<file path="src/rtl/nbt_pkg.sv">
package nbt_pkg;

    localparam int NBT_CW        = 8;
    localparam int NBT_MIN_CYCLE = 6;

    typedef enum logic [1:0] {
        CY_CMD   = 2'd0,
        CY_ADDR  = 2'd1,
        CY_WDATA = 2'd2,
        CY_RDATA = 2'd3
    } cyc_e;

    typedef enum logic [2:0] {
        ST_IDLE,
        ST_SETUP,
        ST_GAP,
        ST_LOW,
        ST_HIGH
    } seq_st_e;

    typedef struct packed {
        logic [NBT_CW-1:0] lo;
        logic [NBT_CW-1:0] hi;
        logic [NBT_CW-1:0] smp;
        logic [NBT_CW-1:0] rd2wr;
        logic [NBT_CW-1:0] rd2rd;
        logic [NBT_CW-1:0] wr2rd;
        logic [NBT_CW-1:0] a2d;
        logic [NBT_CW-1:0] cs;
    } timing_t;

    // Zero means one clock; anything above the ceiling is held at the ceiling.
    function automatic logic [NBT_CW-1:0] norm_cnt(input logic [NBT_CW-1:0] v,
                                                   input logic [NBT_CW-1:0] mx);
        if (v == '0)
            return NBT_CW'(1);
        if (v > mx)
            return mx;
        return v;
    endfunction

    function automatic logic is_write_kind(input cyc_e k);
        return k != CY_RDATA;
    endfunction

endpackage

</file>
<file path="src/rtl/nbt_cfg_norm.sv">
module nbt_cfg_norm
    import nbt_pkg::*;
#(
    parameter int STRB_W  = 4,
    parameter int ACC_W   = 4,
    parameter int GAP_W   = 5,
    parameter int A2D_W   = 7,
    parameter int CS_W    = 4,
    parameter int MIN_CYC = NBT_MIN_CYCLE
) (
    input  logic [STRB_W-1:0] lo_raw,
    input  logic [STRB_W-1:0] hi_raw,
    input  logic [ACC_W-1:0]  acc_raw,
    input  logic [GAP_W-1:0]  rd2wr_raw,
    input  logic [GAP_W-1:0]  rd2rd_raw,
    input  logic [GAP_W-1:0]  wr2rd_raw,
    input  logic [A2D_W-1:0]  a2d_raw,
    input  logic [CS_W-1:0]   cs_raw,
    input  logic              narrow_a2d,
    output timing_t           tm
);
    localparam logic [NBT_CW-1:0] STRB_MAX   = NBT_CW'((1 << STRB_W) - 1);
    localparam logic [NBT_CW-1:0] ACC_MAX    = NBT_CW'((1 << ACC_W) - 1);
    localparam logic [NBT_CW-1:0] GAP_MAX    = NBT_CW'((1 << GAP_W) - 1);
    localparam logic [NBT_CW-1:0] A2D_MAX    = NBT_CW'((1 << A2D_W) - 1);
    localparam logic [NBT_CW-1:0] A2D_MAX_NR = NBT_CW'((1 << (A2D_W - 1)) - 1);
    localparam logic [NBT_CW-1:0] CS_MAX     = NBT_CW'((1 << CS_W) - 1);
    localparam logic [NBT_CW-1:0] MIN_C      = NBT_CW'(MIN_CYC);

    logic [NBT_CW-1:0] lo_n, hi_n, acc_n, floor_lo, lo_e, total;

    always_comb begin
        hi_n     = norm_cnt(NBT_CW'(hi_raw), STRB_MAX);
        lo_n     = norm_cnt(NBT_CW'(lo_raw), STRB_MAX);
        acc_n    = norm_cnt(NBT_CW'(acc_raw), ACC_MAX);
        floor_lo = (MIN_C > hi_n) ? (MIN_C - hi_n) : NBT_CW'(0);
        lo_e     = (lo_n < floor_lo) ? floor_lo : lo_n;
        total    = lo_e + hi_n;

        tm.lo    = lo_e;
        tm.hi    = hi_n;
        tm.smp   = (acc_n > total) ? total : acc_n;
        tm.rd2wr = norm_cnt(NBT_CW'(rd2wr_raw), GAP_MAX);
        tm.rd2rd = norm_cnt(NBT_CW'(rd2rd_raw), GAP_MAX);
        tm.wr2rd = norm_cnt(NBT_CW'(wr2rd_raw), GAP_MAX);
        tm.a2d   = norm_cnt(NBT_CW'(a2d_raw), narrow_a2d ? A2D_MAX_NR : A2D_MAX);
        tm.cs    = norm_cnt(NBT_CW'(cs_raw), CS_MAX);
    end
endmodule

</file>
<file path="src/rtl/nbt_gap_sel.sv">
module nbt_gap_sel
    import nbt_pkg::*;
(
    input  timing_t           tm,
    input  logic              prev_valid,
    input  cyc_e              prev_kind,
    input  cyc_e              next_kind,
    output logic              gap_need,
    output logic [NBT_CW-1:0] gap_len
);
    logic next_is_data;

    always_comb begin
        next_is_data = (next_kind == CY_WDATA) || (next_kind == CY_RDATA);
        gap_need     = 1'b0;
        gap_len      = NBT_CW'(1);
        if (prev_valid) begin
            if (prev_kind == CY_ADDR && next_is_data) begin
                gap_need = 1'b1;
                gap_len  = tm.a2d;
            end else if (prev_kind == CY_RDATA && next_kind == CY_RDATA) begin
                gap_need = 1'b1;
                gap_len  = tm.rd2rd;
            end else if (prev_kind == CY_RDATA) begin
                gap_need = 1'b1;
                gap_len  = tm.rd2wr;
            end else if ((prev_kind == CY_CMD || prev_kind == CY_WDATA)
                         && next_kind == CY_RDATA) begin
                gap_need = 1'b1;
                gap_len  = tm.wr2rd;
            end
        end
    end
endmodule

</file>
<file path="src/rtl/nbt_seq.sv">
module nbt_seq
    import nbt_pkg::*;
#(
    parameter int DW     = 8,
    parameter int BANK_W = 2
) (
    input  logic              clk,
    input  logic              rst,
    input  timing_t           tm,
    input  logic              req_valid,
    input  cyc_e              req_kind,
    input  logic [BANK_W-1:0] req_bank,
    input  logic [DW-1:0]     req_wdata,
    input  logic [DW-1:0]     dq_in,
    input  logic              gap_need,
    input  logic [NBT_CW-1:0] gap_len,
    output logic              req_ready,
    output logic              prev_valid,
    output cyc_e              prev_kind,
    output logic              ce_act,
    output logic [BANK_W-1:0] cur_bank,
    output logic              cle,
    output logic              ale,
    output logic              we_n,
    output logic              re_n,
    output logic [DW-1:0]     dq_out,
    output logic              dq_oe,
    output logic              rd_valid,
    output logic [DW-1:0]     rd_data
);
    seq_st_e           state;
    logic [NBT_CW-1:0] cnt;
    logic [NBT_CW-1:0] ph;
    cyc_e              cur_kind;
    logic [DW-1:0]     cur_data;
    logic              new_sess;
    logic              in_strobe;
    logic              smp_hit;
    logic              last_cnt;

    always_comb begin
        new_sess  = !ce_act || (req_bank != cur_bank);
        in_strobe = (state == ST_LOW) || (state == ST_HIGH);
        smp_hit   = in_strobe && (cur_kind == CY_RDATA)
                    && (ph == tm.smp - NBT_CW'(1));
        last_cnt  = (cnt == NBT_CW'(1));
    end

    always_ff @(posedge clk) begin
        if (rst) begin
            state      <= ST_IDLE;
            cnt        <= '0;
            ph         <= '0;
            cur_kind   <= CY_CMD;
            cur_bank   <= '0;
            cur_data   <= '0;
            ce_act     <= 1'b0;
            prev_valid <= 1'b0;
            prev_kind  <= CY_CMD;
            rd_valid   <= 1'b0;
            rd_data    <= '0;
        end else begin
            rd_valid <= smp_hit;
            if (smp_hit)
                rd_data <= dq_in;

            case (state)
                ST_IDLE: begin
                    if (req_valid) begin
                        cur_kind <= req_kind;
                        cur_bank <= req_bank;
                        cur_data <= req_wdata;
                        ce_act   <= 1'b1;
                        if (new_sess) begin
                            state      <= ST_SETUP;
                            cnt        <= tm.cs;
                            prev_valid <= 1'b0;
                        end else if (gap_need) begin
                            state <= ST_GAP;
                            cnt   <= gap_len;
                        end else begin
                            state <= ST_LOW;
                            cnt   <= tm.lo;
                            ph    <= '0;
                        end
                    end else begin
                        ce_act     <= 1'b0;
                        prev_valid <= 1'b0;
                    end
                end
                ST_SETUP, ST_GAP: begin
                    if (last_cnt) begin
                        state <= ST_LOW;
                        cnt   <= tm.lo;
                        ph    <= '0;
                    end else begin
                        cnt <= cnt - NBT_CW'(1);
                    end
                end
                ST_LOW: begin
                    ph <= ph + NBT_CW'(1);
                    if (last_cnt) begin
                        state <= ST_HIGH;
                        cnt   <= tm.hi;
                    end else begin
                        cnt <= cnt - NBT_CW'(1);
                    end
                end
                ST_HIGH: begin
                    ph <= ph + NBT_CW'(1);
                    if (last_cnt) begin
                        state      <= ST_IDLE;
                        prev_valid <= 1'b1;
                        prev_kind  <= cur_kind;
                    end else begin
                        cnt <= cnt - NBT_CW'(1);
                    end
                end
                default: state <= ST_IDLE;
            endcase
        end
    end

    always_comb begin
        req_ready = (state == ST_IDLE);
        we_n      = !((state == ST_LOW) && is_write_kind(cur_kind));
        re_n      = !((state == ST_LOW) && (cur_kind == CY_RDATA));
        cle       = (state != ST_IDLE) && (cur_kind == CY_CMD);
        ale       = (state != ST_IDLE) && (cur_kind == CY_ADDR);
        dq_oe     = (state != ST_IDLE) && is_write_kind(cur_kind);
        dq_out    = cur_data;
    end
endmodule

</file>
<file path="src/rtl/nand_bus_timer.sv">
module nand_bus_timer
    import nbt_pkg::*;
#(
    parameter int NBANK   = 4,
    parameter int DW      = 8,
    parameter int STRB_W  = 4,
    parameter int ACC_W   = 4,
    parameter int GAP_W   = 5,
    parameter int A2D_W   = 7,
    parameter int CS_W    = 4,
    parameter int MIN_CYC = NBT_MIN_CYCLE,
    localparam int BANK_W = (NBANK > 1) ? $clog2(NBANK) : 1
) (
    input  logic              clk,
    input  logic              rst,
    input  logic [STRB_W-1:0] cfg_lo_cnt,
    input  logic [STRB_W-1:0] cfg_hi_cnt,
    input  logic [ACC_W-1:0]  cfg_acc_cnt,
    input  logic [GAP_W-1:0]  cfg_rd2wr_gap,
    input  logic [GAP_W-1:0]  cfg_rd2rd_gap,
    input  logic [GAP_W-1:0]  cfg_wr2rd_gap,
    input  logic [A2D_W-1:0]  cfg_adr2dat_gap,
    input  logic [CS_W-1:0]   cfg_ce_setup,
    input  logic              cfg_narrow_a2d,
    input  logic              req_valid,
    output logic              req_ready,
    input  logic [1:0]        req_kind,
    input  logic [BANK_W-1:0] req_bank,
    input  logic [DW-1:0]     req_wdata,
    output logic [NBANK-1:0]  ce_n,
    output logic              cle,
    output logic              ale,
    output logic              we_n,
    output logic              re_n,
    output logic [DW-1:0]     dq_out,
    output logic              dq_oe,
    input  logic [DW-1:0]     dq_in,
    output logic              rd_valid,
    output logic [DW-1:0]     rd_data
);
    timing_t           tm;
    logic              gap_need;
    logic [NBT_CW-1:0] gap_len;
    logic              prev_valid;
    cyc_e              prev_kind;
    logic              ce_act;
    logic [BANK_W-1:0] cur_bank;

    nbt_cfg_norm #(
        .STRB_W(STRB_W), .ACC_W(ACC_W), .GAP_W(GAP_W),
        .A2D_W(A2D_W), .CS_W(CS_W), .MIN_CYC(MIN_CYC)
    ) u_norm (
        .lo_raw    (cfg_lo_cnt),
        .hi_raw    (cfg_hi_cnt),
        .acc_raw   (cfg_acc_cnt),
        .rd2wr_raw (cfg_rd2wr_gap),
        .rd2rd_raw (cfg_rd2rd_gap),
        .wr2rd_raw (cfg_wr2rd_gap),
        .a2d_raw   (cfg_adr2dat_gap),
        .cs_raw    (cfg_ce_setup),
        .narrow_a2d(cfg_narrow_a2d),
        .tm        (tm)
    );

    nbt_gap_sel u_gap (
        .tm        (tm),
        .prev_valid(prev_valid),
        .prev_kind (prev_kind),
        .next_kind (cyc_e'(req_kind)),
        .gap_need  (gap_need),
        .gap_len   (gap_len)
    );

    nbt_seq #(.DW(DW), .BANK_W(BANK_W)) u_seq (
        .clk       (clk),
        .rst       (rst),
        .tm        (tm),
        .req_valid (req_valid),
        .req_kind  (cyc_e'(req_kind)),
        .req_bank  (req_bank),
        .req_wdata (req_wdata),
        .dq_in     (dq_in),
        .gap_need  (gap_need),
        .gap_len   (gap_len),
        .req_ready (req_ready),
        .prev_valid(prev_valid),
        .prev_kind (prev_kind),
        .ce_act    (ce_act),
        .cur_bank  (cur_bank),
        .cle       (cle),
        .ale       (ale),
        .we_n      (we_n),
        .re_n      (re_n),
        .dq_out    (dq_out),
        .dq_oe     (dq_oe),
        .rd_valid  (rd_valid),
        .rd_data   (rd_data)
    );

    for (genvar b = 0; b < NBANK; b++) begin : g_ce
        assign ce_n[b] = !(ce_act && (cur_bank == BANK_W'(b)));
    end
endmodule

</file>
<file path="config.mk">
export PLATFORM = sky130hd
export DESIGN_NAME = nand_bus_timer
export DESIGN_NICKNAME = d
export VERILOG_FILES = /design/src/rtl/nbt_pkg.sv /design/src/rtl/nbt_cfg_norm.sv /design/src/rtl/nbt_gap_sel.sv /design/src/rtl/nbt_seq.sv /design/src/rtl/nand_bus_timer.sv
export SDC_FILE = /design/constraint.sdc
export NUM_CORES = 1
export LEC_CHECK = 0
export ABC_AREA = 1
export ABC_CLOCK_PERIOD_IN_PS = 12560
export CORE_MARGIN = 2
export CORE_UTILIZATION = 53
export DETAILED_ROUTE_END_ITERATION = 10
export PLACE_DENSITY_LB_ADDON = 0.15
export SYNTH_ARGS = -nofsm -noshare
export SYNTH_HDL_FRONTEND = slang
export SYNTH_SLANG_ARGS = --single-unit
</file>
<file path="constraint.sdc">
create_clock -name clk -period 12.56 [get_ports clk]
set_input_delay 1.256 -clock clk [delete_from_list [all_inputs] [get_ports clk]]
set_output_delay 1.256 -clock clk [all_outputs]
set_load 0.1 [all_outputs]
</file>
==> impl.org <==
** Run status
- The flow ran to the end, and the final reports show no timing, DRC or antenna violations.

** Placed design
- The congestion estimate from routability-driven global placement came to 0.9044.
- Once placement finished, the instance area stood at 0.004205 mm².
- Setup slack after placement :: 5.721 ns
- Summed over all nets, the half-perimeter wirelength after detailed placement is 6976 µm.
- PortBufs :: 88

** Logic synthesis
- Net Count, Synth :: 610
- In this run, synthesis produced a sequential element count of 44.
- Syn. warnings :: 0
- Netlist cell types :: 44
- The synthesized design devotes to its leading area cell type 26.58% of total area.
- Summing every instance area after synthesis gives 0.003314 mm².
- Summing the sequential cell areas from Yosys gives 26.58% of the chip area.
- Top cells by area in the synthesized netlist :: sky130_fd_sc_hd__dfxtp_1 27%, sky130_fd_sc_hd__nand2_1 12%, sky130_fd_sc_hd__nor2_1 9.1%
- In this run, synthesis inferred 0 flip-flops with an integrated enable.
- Count of mapped cells out of synthesis :: 531
- Cell taking the most area after synthesis :: sky130_fd_sc_hd__dfxtp_1
- Top FF cell, synth :: sky130_fd_sc_hd__dfxtp_1
- For this run, asynchronously set or reset flops after synthesis account for 0%.
- Post-synthesis average cell area :: 6.242 µm²

** Timing
- Hold Fails Final Rpt :: 0
- The worst path uses 52.57% of the clock period.
- Min Tclk post-route :: 6.603 ns
- Final count of negative-setup-slack endpoints :: 0
- Worst-Margin Slew :: 1.014 ns
- Slew headroom :: 32.19%
- Timing would allow up to 151.4 MHz.
- The total count of max-transition violations in the final report came to 0.
- Setup repair after global routing missed its margin :: false
- Final setup slack of the worst path :: 5.957 ns
- Setup total negative slack on the finished layout was measured at 0 ns.
- Post-Route Skew :: 0.007605 ns

** Hold path
- The path with the worst hold slack has its endpoint at u_seq.rd_data[1]$_SDFFE_PP0P_.
- Source of the worst hold timing path :: u_seq.rd_data[1]$_SDFFE_PP0P_
- Depth of the worst hold-timing path :: 4
- The tightest min-delay check is of the flip-flop to flip-flop type.

** Route
- The detailed router finished its first iteration with 317 violations.
- For this run, design rule violations remaining after detail routing come to 0.
- Detail-routed net length per standard cell :: 12.99 µm
- The pre-antenna-repair detailed-routing pass consisted of 5 iterations.
- Dividing the detail-routed via count by the number of cells gives 5.525.
- Final antenna-violating net count :: 0
- Vias after detailed routing :: 3768
- Routed wire length :: 8862 µm

** Critical path
- STA classifies the critical path startpoint as an input port.
- Crit Path Category :: input port to flip-flop
- Critical register-to-register path endpoint :: u_seq.cnt[3]$_SDFFE_PP0P_
- CP max-delay cell :: sky130_fd_sc_hd__clkdlybuf4s50_1
- Worst R2R Path Depth :: 11
- The cell that appears most often on the critical path is sky130_fd_sc_hd__nand2_1.
- STA puts the critical path data required time at 12.80 ns.
- Data on the critical path arrives at its endpoint at 6.84 ns.
- Kind of cell adding the most delay to the critical path :: simple AND/OR/NAND/NOR gates
- Worst-path maximum fanout :: 17
- The startpoint identified for the worst register-to-register timing path is u_seq.state[0]$_SDFFE_PP0P_.
- The largest single stage delay on the critical path is 0.47 ns.
- Minimum setup slack among reg-to-reg paths :: 9.76 ns
- The worst setup path is captured at a flip-flop.
- Worst path bufs/invs :: 4

** Finish
- The repair_antennas step left the layout with diodes totalling 0.
- Nets :: 686
- Signed area change from the synthesized netlist to the final layout :: 29.33%
- Finished layout cell area :: 0.004287 mm²
- In the final layout, the share of cells above drive strength 1 is 4.283%.

** CTS
- Post-CTS timing repair inserted 0 buffers for setup.
- Sinks on the clock net :: 44
- After clock tree synthesis, the flow added hold-fix buffers numbering 0.
- TritonCTS built the clock tree.
- Quantity of gates resized following cts :: 0
- Clock-pin slew was measured on the worst setup and hold paths at 0.09 ns.
- Root buffer cell :: sky130_fd_sc_hd__clkbuf_8
- Clock Tree Buf Depth :: 2
- The H-tree was split into 2 levels.
- TritonCTS created 5 clock buffers.
- Clock latency on the worst-skew pair, taken at its later pin, is 0.30 ns.

** Power and ir drop
- Of the total power, registers draw 25.3%.
- Net switching is 53.78% of the power.
- Reported net switching power :: 407.8 µW
- Internal power consumption :: 350.5 µW
- Comb power frac :: 63.1%
- In this run the power density over the cells is 176.9 mW/mm².
- Leakage power total :: 0.001936 µW
- Clock share of power :: 11.6%
- Across the VDD grid, the largest voltage drop is 0.1415 mV.
- Tot Pwr :: 758.3 µW

** Job
- Max Cap Viol :: 0

** GRT
- Summed over all layers, the global routing overflow is 0.
- Entering global routing, the biggest net connects 33 pins.
- The first global-routing pass estimated 15210 µm of wire.
- Number of global-route vias before repair :: 3613
- GRT Overall Usage :: 25.59%
- Antenna violations before repair :: 0

** Floorplanning
- Number of top-level pins :: 89
- The floorplan step set the die height to 83.08 µm.
- The initialized floorplan defines 28 standard-cell rows.
- Horizontal extent of the die :: 83.08 µm
- Initial standard-cell utilization of the core :: 55.33%
- The floorplan step defined a die boundary enclosing 0.006902 mm².
- Placeable core region :: 0.005991 mm²
[Yosys cell counts (5+ instances only)]
| cell | instances |
|---|---|
| sky130_fd_sc_hd__a21oi_1 | 36 |
| sky130_fd_sc_hd__clkbuf_1 | 14 |
| sky130_fd_sc_hd__dfxtp_1 | 44 |
| sky130_fd_sc_hd__ha_1 | 16 |
| sky130_fd_sc_hd__inv_1 | 65 |
| sky130_fd_sc_hd__nand2_1 | 109 |
| sky130_fd_sc_hd__nand2_2 | 5 |
| sky130_fd_sc_hd__nand3_1 | 32 |
| sky130_fd_sc_hd__nand4_1 | 12 |
| sky130_fd_sc_hd__nor2_1 | 80 |
| sky130_fd_sc_hd__nor3_1 | 11 |
| sky130_fd_sc_hd__o211ai_1 | 5 |
| sky130_fd_sc_hd__o21ai_0 | 46 |
| sky130_fd_sc_hd__xor2_1 | 6 |
[per-stage QoR]
| stage | utilization (%) | instances | hold WS, ns |
|---|---|---|---|
| 2_1_floorplan | - | 531 | 0.4726 |
| 3_3_place_gp | 70.20 | 675 | 0.4921 |
| 3_5_place_dp | 70.20 | 675 | 0.5032 |
| 4_1_cts | 71.55 | 682 | 0.5201 |
| 5_1_grt | 71.55 | 682 | 0.5578 |
| 6_report | 71.55 | 682 | 0.5187 |
[how the worst max path moves through the flow]
stage	start	end	slack, ns	cells past startpoint
3_3_place_gp	cfg_hi_cnt[2]	u_seq.rd_data[6]$_SDFFE_PP0P_	6.11	35
6_report	cfg_hi_cnt[2]	u_seq.rd_data[7]$_SDFFE_PP0P_	5.96	36
4_1_cts	cfg_hi_cnt[2]	u_seq.rd_data[7]$_SDFFE_PP0P_	6.03	36
2_1_floorplan	cfg_hi_cnt[3]	u_seq.rd_data[6]$_SDFFE_PP0P_	6.92	35
3_5_place_dp	cfg_hi_cnt[2]	u_seq.rd_data[7]$_SDFFE_PP0P_	5.72	36
5_1_grt	cfg_hi_cnt[2]	u_seq.rd_data[7]$_SDFFE_PP0P_	5.39	38
[kinds of logic (layout without fill, tap and decap cells)]
| group | count (synthesis) | in the layout | synth area share (%) |
|---|---|---|---|
| compound gates | 107 | 107 | 18.16 |
| xor+xnor | 9 | 9 | 2.378 |
| fa+ha+maj | 17 | 17 | 6.644 |
| buf+inv | 87 | 163 | 10.23 |
| flops | 44 | 44 | 26.58 |
| simple gates | 267 | 267 | 36.01 |
[worst reg2reg max path: cells and delay by family (launching register included)]
kind	cells	cell delay (ns)
compound gates	3	0.72
flops	1	0.34
buf+inv	3	0.43
simple gates	5	1.24
[power by group through the flow]
| stage | registers (µW) | logic, µW | clock network [µW] |
|---|---|---|---|
| 3_5_place_dp | 194 | 470 | 0 |
| 6_report | 192 | 478 | 88.2 |
| 3_3_place_gp | 193 | 461 | 0 |
| 5_1_grt | 197 | 525 | 95.8 |
| 4_1_cts | 191 | 473 | 89.0 |
| 2_1_floorplan | 237 | 318 | 0 |
[layout make-up]
type	count	area (µm²)
clock inverter	2	12.51
sequential	44	880.8
timing repair buffer	88	880.8
inverter	68	255.2
fill	523	1704
multi-input combinational	400	2095
clock buffer	5	68.82
tap	75	93.84
[cell usage in the layout, fill, tap and decap left out, types with 3 or more instances in the layout]
cell / synthesis / routed
sky130_fd_sc_hd__clkdlybuf4s50_1: 0 / 88
sky130_fd_sc_hd__ha_1: 16 / 16
sky130_fd_sc_hd__clkbuf_8: 0 / 5
sky130_fd_sc_hd__o21ai_0: 46 / 46
sky130_fd_sc_hd__nor3_1: 11 / 11
sky130_fd_sc_hd__xnor2_1: 3 / 3
sky130_fd_sc_hd__nand3_1: 32 / 32
sky130_fd_sc_hd__inv_1: 65 / 65
sky130_fd_sc_hd__nor2_1: 80 / 80
sky130_fd_sc_hd__xor2_1: 6 / 6
sky130_fd_sc_hd__nor4_1: 3 / 3
sky130_fd_sc_hd__nand2_2: 5 / 5
sky130_fd_sc_hd__inv_2: 3 / 3
sky130_fd_sc_hd__dfxtp_1: 44 / 44
sky130_fd_sc_hd__o211ai_1: 5 / 5
sky130_fd_sc_hd__a21oi_1: 36 / 36
sky130_fd_sc_hd__nand4_1: 12 / 12
sky130_fd_sc_hd__nand2_1: 109 / 109
sky130_fd_sc_hd__a31oi_1: 4 / 4
[sequential cells by signal, indices dropped and copies added (netlist names), 2 cells and up]
register	flops
u_seq.ph	8
u_seq.state	3
u_seq.dq_out	8
u_seq.cnt	8
u_seq.prev_kind	2
u_seq.cur_kind	2
u_seq.cur_bank	2
u_seq.rd_data	8
[per-layer routing]
metal	vias up	GRT usage (%)	share of wire [%]	wire length, µm
met2	131	45.16	47	4200
met3	11	5.865	6.4	566
met1	1724	31.06	45	3967
li1	1902	-	-	-
met4	0	7.154	1.4	127
met5	-	0	0	0
No activity file was read; power rests on OpenSTA's default activity.
